<file path="src/rtl/amdpd_pkg.sv">
package amdpd_pkg;
  typedef enum logic {
    TBL_AMP = 1'b0,
    TBL_PH  = 1'b1
  } tbl_sel_e;
endpackage

</file>
<file path="src/rtl/amdpd_tbl.sv">
// Table with one write port and two registered read ports.
// Implemented as two identical simple dual-port copies (block RAM style).
module amdpd_tbl #(
  parameter int AW = 6,
  parameter int DW = 12
) (
  input  logic          clk,
  input  logic          we,
  input  logic [AW-1:0] waddr,
  input  logic [DW-1:0] wdata,
  input  logic [AW-1:0] raddr_lo,
  input  logic [AW-1:0] raddr_hi,
  output logic [DW-1:0] rdata_lo,
  output logic [DW-1:0] rdata_hi
);
  localparam int DEPTH = 1 << AW;

  logic [AW-1:0] ra [2];
  logic [DW-1:0] rd [2];

  assign ra[0]    = raddr_lo;
  assign ra[1]    = raddr_hi;
  assign rdata_lo = rd[0];
  assign rdata_hi = rd[1];

  for (genvar p = 0; p < 2; p++) begin : g_copy
    logic [DW-1:0] mem [DEPTH];
    always_ff @(posedge clk) begin
      if (we) mem[waddr] <= wdata;
      rd[p] <= mem[ra[p]];
    end
  end
endmodule

</file>
<file path="src/rtl/amdpd_interp.sv">
// Two-stage straight-line interpolation with an added offset (modular).
module amdpd_interp #(
  parameter int DW     = 12,
  parameter int FW     = 6,
  parameter bit SIGNED = 1'b0
) (
  input  logic          clk,
  input  logic          rst,
  input  logic          ld_a,
  input  logic          ld_b,
  input  logic [DW-1:0] lo,
  input  logic [DW-1:0] hi,
  input  logic [FW-1:0] frac,
  input  logic [DW-1:0] offs,
  output logic [DW-1:0] y
);
  localparam int EW = DW + 1;
  localparam int PW = EW + FW + 1;

  logic signed [EW-1:0] lo_x, hi_x, diff;
  logic signed [PW-1:0] prod_c, prod_q;
  logic signed [PW-1:0] step;
  logic        [DW-1:0] base_q, offs_q;
  logic        [PW-1:0] sum;

  if (SIGNED) begin : g_sx
    assign lo_x = {lo[DW-1], lo};
    assign hi_x = {hi[DW-1], hi};
  end else begin : g_zx
    assign lo_x = {1'b0, lo};
    assign hi_x = {1'b0, hi};
  end

  assign diff   = hi_x - lo_x;
  assign prod_c = PW'(diff) * $signed({{(PW-FW){1'b0}}, frac});
  assign step   = prod_q >>> FW;
  assign sum    = PW'(base_q) + PW'(offs_q) + PW'(step);

  always_ff @(posedge clk) begin
    if (rst) begin
      base_q <= '0;
      offs_q <= '0;
      prod_q <= '0;
      y      <= '0;
    end else begin
      if (ld_a) begin
        base_q <= lo;
        offs_q <= offs;
        prod_q <= prod_c;
      end
      if (ld_b) y <= sum[DW-1:0];
    end
  end
endmodule

</file>
<file path="src/rtl/amdpd_core.sv">
module amdpd_core #(
  parameter int AMP_W = 12,
  parameter int PH_W  = 12,
  parameter int IDX_W = 6,
  parameter int RES_W = $clog2(AMP_W - IDX_W + 1)
) (
  input  logic             clk,
  input  logic             rst,
  input  logic             en,
  input  logic             in_valid,
  input  logic [AMP_W-1:0] amp_in,
  input  logic [PH_W-1:0]  ph_in,
  input  logic [RES_W-1:0] res_bits,
  input  logic             tbl_we,
  input  logic             tbl_sel,
  input  logic [IDX_W-1:0] tbl_addr,
  input  logic [AMP_W-1:0] tbl_data,
  output logic             out_valid,
  output logic [AMP_W-1:0] amp_out,
  output logic [PH_W-1:0]  ph_out
);
  import amdpd_pkg::*;

  localparam int FW      = AMP_W - IDX_W;
  localparam int LAST    = (1 << IDX_W) - 1;
  localparam int CW      = (PH_W < AMP_W) ? PH_W : AMP_W;

  // input decode
  logic             take;
  logic [IDX_W-1:0] idx, idx_hi;
  logic [FW-1:0]    frac_raw, frac_msk, keep;
  int               r_eff;

  assign take     = in_valid & en;
  assign idx      = amp_in[AMP_W-1:FW];
  assign frac_raw = amp_in[FW-1:0];
  assign idx_hi   = (idx == IDX_W'(LAST)) ? idx : idx + 1'b1;

  always_comb begin
    r_eff = (int'(res_bits) > FW) ? FW : int'(res_bits);
    for (int b = 0; b < FW; b++) keep[b] = (b >= FW - r_eff);
    frac_msk = frac_raw & keep;
  end

  // table writes, gated by the enable
  logic wr_ok, amp_we, ph_we;
  assign wr_ok  = tbl_we & ~en;
  assign amp_we = wr_ok & (tbl_sel == TBL_AMP);
  assign ph_we  = wr_ok & (tbl_sel == TBL_PH);

  logic [AMP_W-1:0] a_lo, a_hi;
  logic [PH_W-1:0]  p_lo, p_hi, p_wdata;

  assign p_wdata = PH_W'(tbl_data[CW-1:0]);

  amdpd_tbl #(.AW(IDX_W), .DW(AMP_W)) u_amp_tbl (
    .clk(clk), .we(amp_we), .waddr(tbl_addr), .wdata(tbl_data),
    .raddr_lo(idx), .raddr_hi(idx_hi), .rdata_lo(a_lo), .rdata_hi(a_hi)
  );

  amdpd_tbl #(.AW(IDX_W), .DW(PH_W)) u_ph_tbl (
    .clk(clk), .we(ph_we), .waddr(tbl_addr), .wdata(p_wdata),
    .raddr_lo(idx), .raddr_hi(idx_hi), .rdata_lo(p_lo), .rdata_hi(p_hi)
  );

  // pipeline control
  logic            s1_v, s2_v;
  logic [FW-1:0]   s1_frac;
  logic [PH_W-1:0] s1_ph;

  always_ff @(posedge clk) begin
    if (rst) begin
      s1_v      <= 1'b0;
      s2_v      <= 1'b0;
      out_valid <= 1'b0;
      s1_frac   <= '0;
      s1_ph     <= '0;
    end else begin
      s1_v      <= take;
      s2_v      <= s1_v;
      out_valid <= s2_v;
      if (take) begin
        s1_frac <= frac_msk;
        s1_ph   <= ph_in;
      end
    end
  end

  amdpd_interp #(.DW(AMP_W), .FW(FW), .SIGNED(1'b0)) u_amp_int (
    .clk(clk), .rst(rst), .ld_a(s1_v), .ld_b(s2_v),
    .lo(a_lo), .hi(a_hi), .frac(s1_frac), .offs('0), .y(amp_out)
  );

  amdpd_interp #(.DW(PH_W), .FW(FW), .SIGNED(1'b1)) u_ph_int (
    .clk(clk), .rst(rst), .ld_a(s1_v), .ld_b(s2_v),
    .lo(p_lo), .hi(p_hi), .frac(s1_frac), .offs(s1_ph), .y(ph_out)
  );
endmodule

</file>
<file path="config.mk">
export PLATFORM = sky130hd
export DESIGN_NAME = amdpd_core
export DESIGN_NICKNAME = d
export VERILOG_FILES = /design/src/rtl/amdpd_pkg.sv /design/src/rtl/amdpd_tbl.sv /design/src/rtl/amdpd_interp.sv /design/src/rtl/amdpd_core.sv
export SDC_FILE = /design/constraint.sdc
export NUM_CORES = 2
export LEC_CHECK = 0
export BUFFER_PORTS_ARGS = -buffer_cell sky130_fd_sc_hd__buf_2
export CAP_MARGIN = 20
export CORE_ASPECT_RATIO = 1.5
export CORE_UTILIZATION = 35
export DETAILED_ROUTE_END_ITERATION = 8
export PLACE_DENSITY = 0.56
export RECOVER_POWER = 50
export SYNTH_ARGS = -nofsm -noshare
export SYNTH_HDL_FRONTEND = slang
export SYNTH_SLANG_ARGS = --single-unit
</file>
<file path="constraint.sdc">
create_clock -name clk -period 8.6 [get_ports clk]
set_input_delay 0.43 -clock clk [delete_from_list [all_inputs] [get_ports clk]]
set_output_delay 0.43 -clock clk [all_outputs]
set_load 0.01 [all_outputs]
</file>
==> run_results.csv <==
group,metric,value,unit
run_status,status,"finished, violations left",
run_status,violations,"capacitance limit, slew limit",
power,p_seq_frac,0.481,
power,peakVddDrop,146,uV
logic_synthesis,synth_top_area_share,0.555,
layout,post-route-util,0.395,
power,power,18.9,mW
power,p_int,14.3,mW
placed_design,pre_cts_slack,2.04,ns
logic_synthesis,ys_warn_count,0,
floorplan,rows,218,
logic_synthesis,synth_cell_type_count,76,
setup_path,timing.rr.end,"u_ph_int.prod_q[17]",
power,switching_share,0.246,
setup_path,cp_data_arrival_time,7.27,ns
clocking,clkTransAtPathRegs,0.06,ns
timing,finalSetupViolCount,0,
power,power_leakage,30.5,nW
clocking,cts.sinks,1689,
floorplan,num_io_pins,76,
setup_path,reg2reg_slack,2.06,ns
timing,fin_crit,6.54,ns
setup_path,crit_fanout,6,
detailed_routing,ant_nets,0,
clocking,numCtsBuffers,165,
detailed_routing,avgViaCountPerCell,5.80,
timing,slew_violations,1500,
grt,grt_max_degree,128,
logic_synthesis,synth_seq_cells,1689,
floorplan,die_area,240000,sq um
detailed_routing,wl_per_cell,31.2,um
grt,grt_pass1_vias,47689,
logic_synthesis,synthCells,4530,
floorplan,die_y,599,um
layout,final_cell_area,93000,sq um
hold_path,holdCritStartpoint,"res_bits[1]",
detailed_routing,drc,0,
layout,finalNonFillerCells,7879,
power,pwr_density_cell,203,nW/um^2
detailed_routing,dr.first_iter.drc_count,4739,
grt,grt_first_pass_wirelength,348000,um
placed_design,dp.cells,7562,
logic_synthesis,synthTopCellsByCount,"edfxtp_1 (1536), mux4_2 (888), nor2_1 (250), inv_1 (194), mux2i_1 (173)",
layout,synthToLayoutAreaGrowth,11.8,%
timing,finalHoldViolations,0,
detailed_routing,first_pass_iters,6,
detailed_routing,wirelength,246000,um
grt,grt_usage,0.204,
timing,skew,0.0499,ns
setup_path,reg2reg_depth,23,
power,p_comb_frac,0.126,
logic_synthesis,async_reset_ff_frac,0,
clocking,cts_root_buffer,"clkbuf_16",
detailed_routing,vias,45709,
setup_path,crit_type,"reg -> reg",
logic_synthesis,syn_nets,4807,
clocking,clk_path_buf_depth,4,
timing,timing.final.ws_setup,2.06,ns
timing,fmax,153,MHz
setup_path,end_kind,"register",
floorplan,die_w,400,um
layout,fillCellCount,21174,
hold_path,hold-path-cell-count,3,
clocking,cts_htree_levels,4,
timing,finalCritPeriodShare,0.761,
timing,slew_headroom,-1.65,
setup_path,required,9.32,ns
layout,seq_area,49200,sq um
logic_synthesis,synth_seq_area_share,0.591,
hold_path,holdPathEnd,"s1_frac[4]",
clocking,cts_tree,"yes",
logic_synthesis,synth_ff_type,"edfxtp_1",
logic_synthesis,synth_edf_count,1536,
layout,nets,4947,
setup_path,rr_startpoint,"u_ph_tbl.rd[0][1]",
logic_synthesis,yosys-top-cells-area,"edfxtp_1 (55%), mux4_2 (24%), dfxtp_1 (3.7%)",
power,clkPwrFrac,0.393,
placed_design,dpl.hpwl,160000,um
timing,hold_ws,0.0688,ns
timing,tightest_slew,3.98,ns
placed_design,io_buffers,75,
logic_synthesis,yosysMostFrequentCell,"edfxtp_1",
setup_path,crit_path_start_kind,"register",
floorplan,core_area,236000,sq um
floorplan,start_util,0.353,
timing,setup_tns,0,ns
placed_design,dpl_cell_area,87500,sq um
power,p_sw,4.65,mW
hold_path,hp-class,"in -> reg",
clocking,post-cts-setup-buffers,0,
clocking,insertion_delay,0.85,ns
timing,rsz0062_at_grt,"no",
logic_synthesis,yosys.area.top_type,"edfxtp_1",
grt,overflow,0,
layout,multi_input_area,31800,sq um
logic_synthesis,syn_avg_cell_area,18.4,sq um
placed_design,place.gp.congestion,0.854,
job,maxCapViolCount,24,
layout,layout-drive-gt1-share,0.302,
grt,antenna_found_initial,25,
logic_synthesis,syn_area,83200,sq um
[layout by cell type (no fill, tap or decap), types with 31 or more instances in the layout]
cell          n
clkbuf_1     63
buf_2        57
mux2i_1     171
mux2_2       45
xnor2_1      47
fa_1        113
dfxtp_1     153
o21ai_0      31
o22ai_1      43
and2_1       94
a21oi_1      60
ha_1        113
mux4_2      888
edfxtp_1   1536
nor2_1      213
nor2_2       37
clkbuf_16   169
buf_4       148
nand2_1     138
inv_1       194
[timing repair]
| action | in CTS | in global routing |
|---|---|---|
| hold buffers | 21 | 0 |
| resized for setup | 0 | 0 |
| endpoints found under the hold margin | 21 | 0 |
[state kept, by name (all words and copies together), names as in the netlist, 12 cells and up]
register              cells
u_amp_tbl.g_copy.mem    768
u_amp_tbl.rd             24
u_ph_int.prod_q          12
u_amp_int.y              12
u_amp_int.base_q         12
u_ph_tbl.rd              24
u_ph_int.offs_q          12
u_ph_int.y               12
u_ph_int.base_q          12
s1_ph                    12
u_ph_tbl.g_copy.mem     768
u_amp_int.prod_q         12
[final cells by class]
class,count,share of cell area
timing repair buffer,277,0.0213
antenna,8,0.000215
tap,3080,0.0414
clock buffer,194,0.0465
inverter,197,0.00795
multi-input combinational,2340,0.342
clock inverter,94,0.0116
sequential,1689,0.529
[cell families (layout without fill, tap and decap cells)]
logic type	count (synthesis)	count (layout)	synth area share
flops	1689	1689	0.591
mux	1107	1107	0.267
compound gates	298	298	0.0245
other cells	0	8	0
xor+xnor	63	63	0.00719
simple gates	646	646	0.0369
buf+inv	501	762	0.0285
fa+ha+maj	226	226	0.0442
[worst max-delay path by stage]
stage | from | end | slack [ns] | cells past startpoint
final | u_ph_tbl.rd[0][1] | u_ph_int.prod_q[17] | 2.06 | 23
after global placement | u_ph_tbl.rd[0][1] | u_ph_int.prod_q[17] | 1.99 | 23
after floorplan | u_ph_tbl.rd[0][1] | u_ph_int.prod_q[17] | 2.67 | 23
after detailed placement | u_ph_tbl.rd[0][1] | u_ph_int.prod_q[17] | 2.04 | 23
after global routing | u_ph_tbl.rd[0][1] | u_ph_int.prod_q[17] | 1.59 | 23
after CTS | u_ph_tbl.rd[0][1] | u_ph_int.prod_q[17] | 2.03 | 23
[per-layer routing]
metal | vias to the layer above | part of all wire | GRT usage
met5 | - | 0.00052 | 0
met2 | 1804 | 0.52 | 0.359
met4 | 20 | 0.049 | 0.0934
met1 | 24575 | 0.37 | 0.245
met3 | 460 | 0.066 | 0.0318
li1 | 18850 | - | -
[power by group through the flow]
stage | registers, mW | logic, mW | clock network, mW
floorplan | 9.22 | 1.59 | 0
global placement | 9.26 | 2.37 | 0
detailed placement | 9.26 | 2.40 | 0
CTS | 9.08 | 2.41 | 7.56
global route | 9.10 | 2.57 | 7.83
finish | 9.09 | 2.38 | 7.43
[worst max-delay path, stage by stage (launching register included)]
cell	delay, ns
dfxtp_1	0.33
inv_1	0.07
ha_1	0.28
nor2b_1	0.13
o21ai_0	0.23
a21boi_1	0.13
o21ai_0	0.23
a21oi_1	0.16
a2111oi_0	0.49
xnor2_1	0.27
and2_1	0.24
fa_1	0.50
fa_1	0.50
fa_1	0.49
inv_1	0.05
fa_1	0.48
inv_1	0.05
ha_1	0.32
a21o_1	0.21
a221o_1	0.41
a21oi_1	0.24
a21oi_1	0.10
xnor3_1	0.35
a211oi_1	0.22
(Power assumes the default switching activity.)
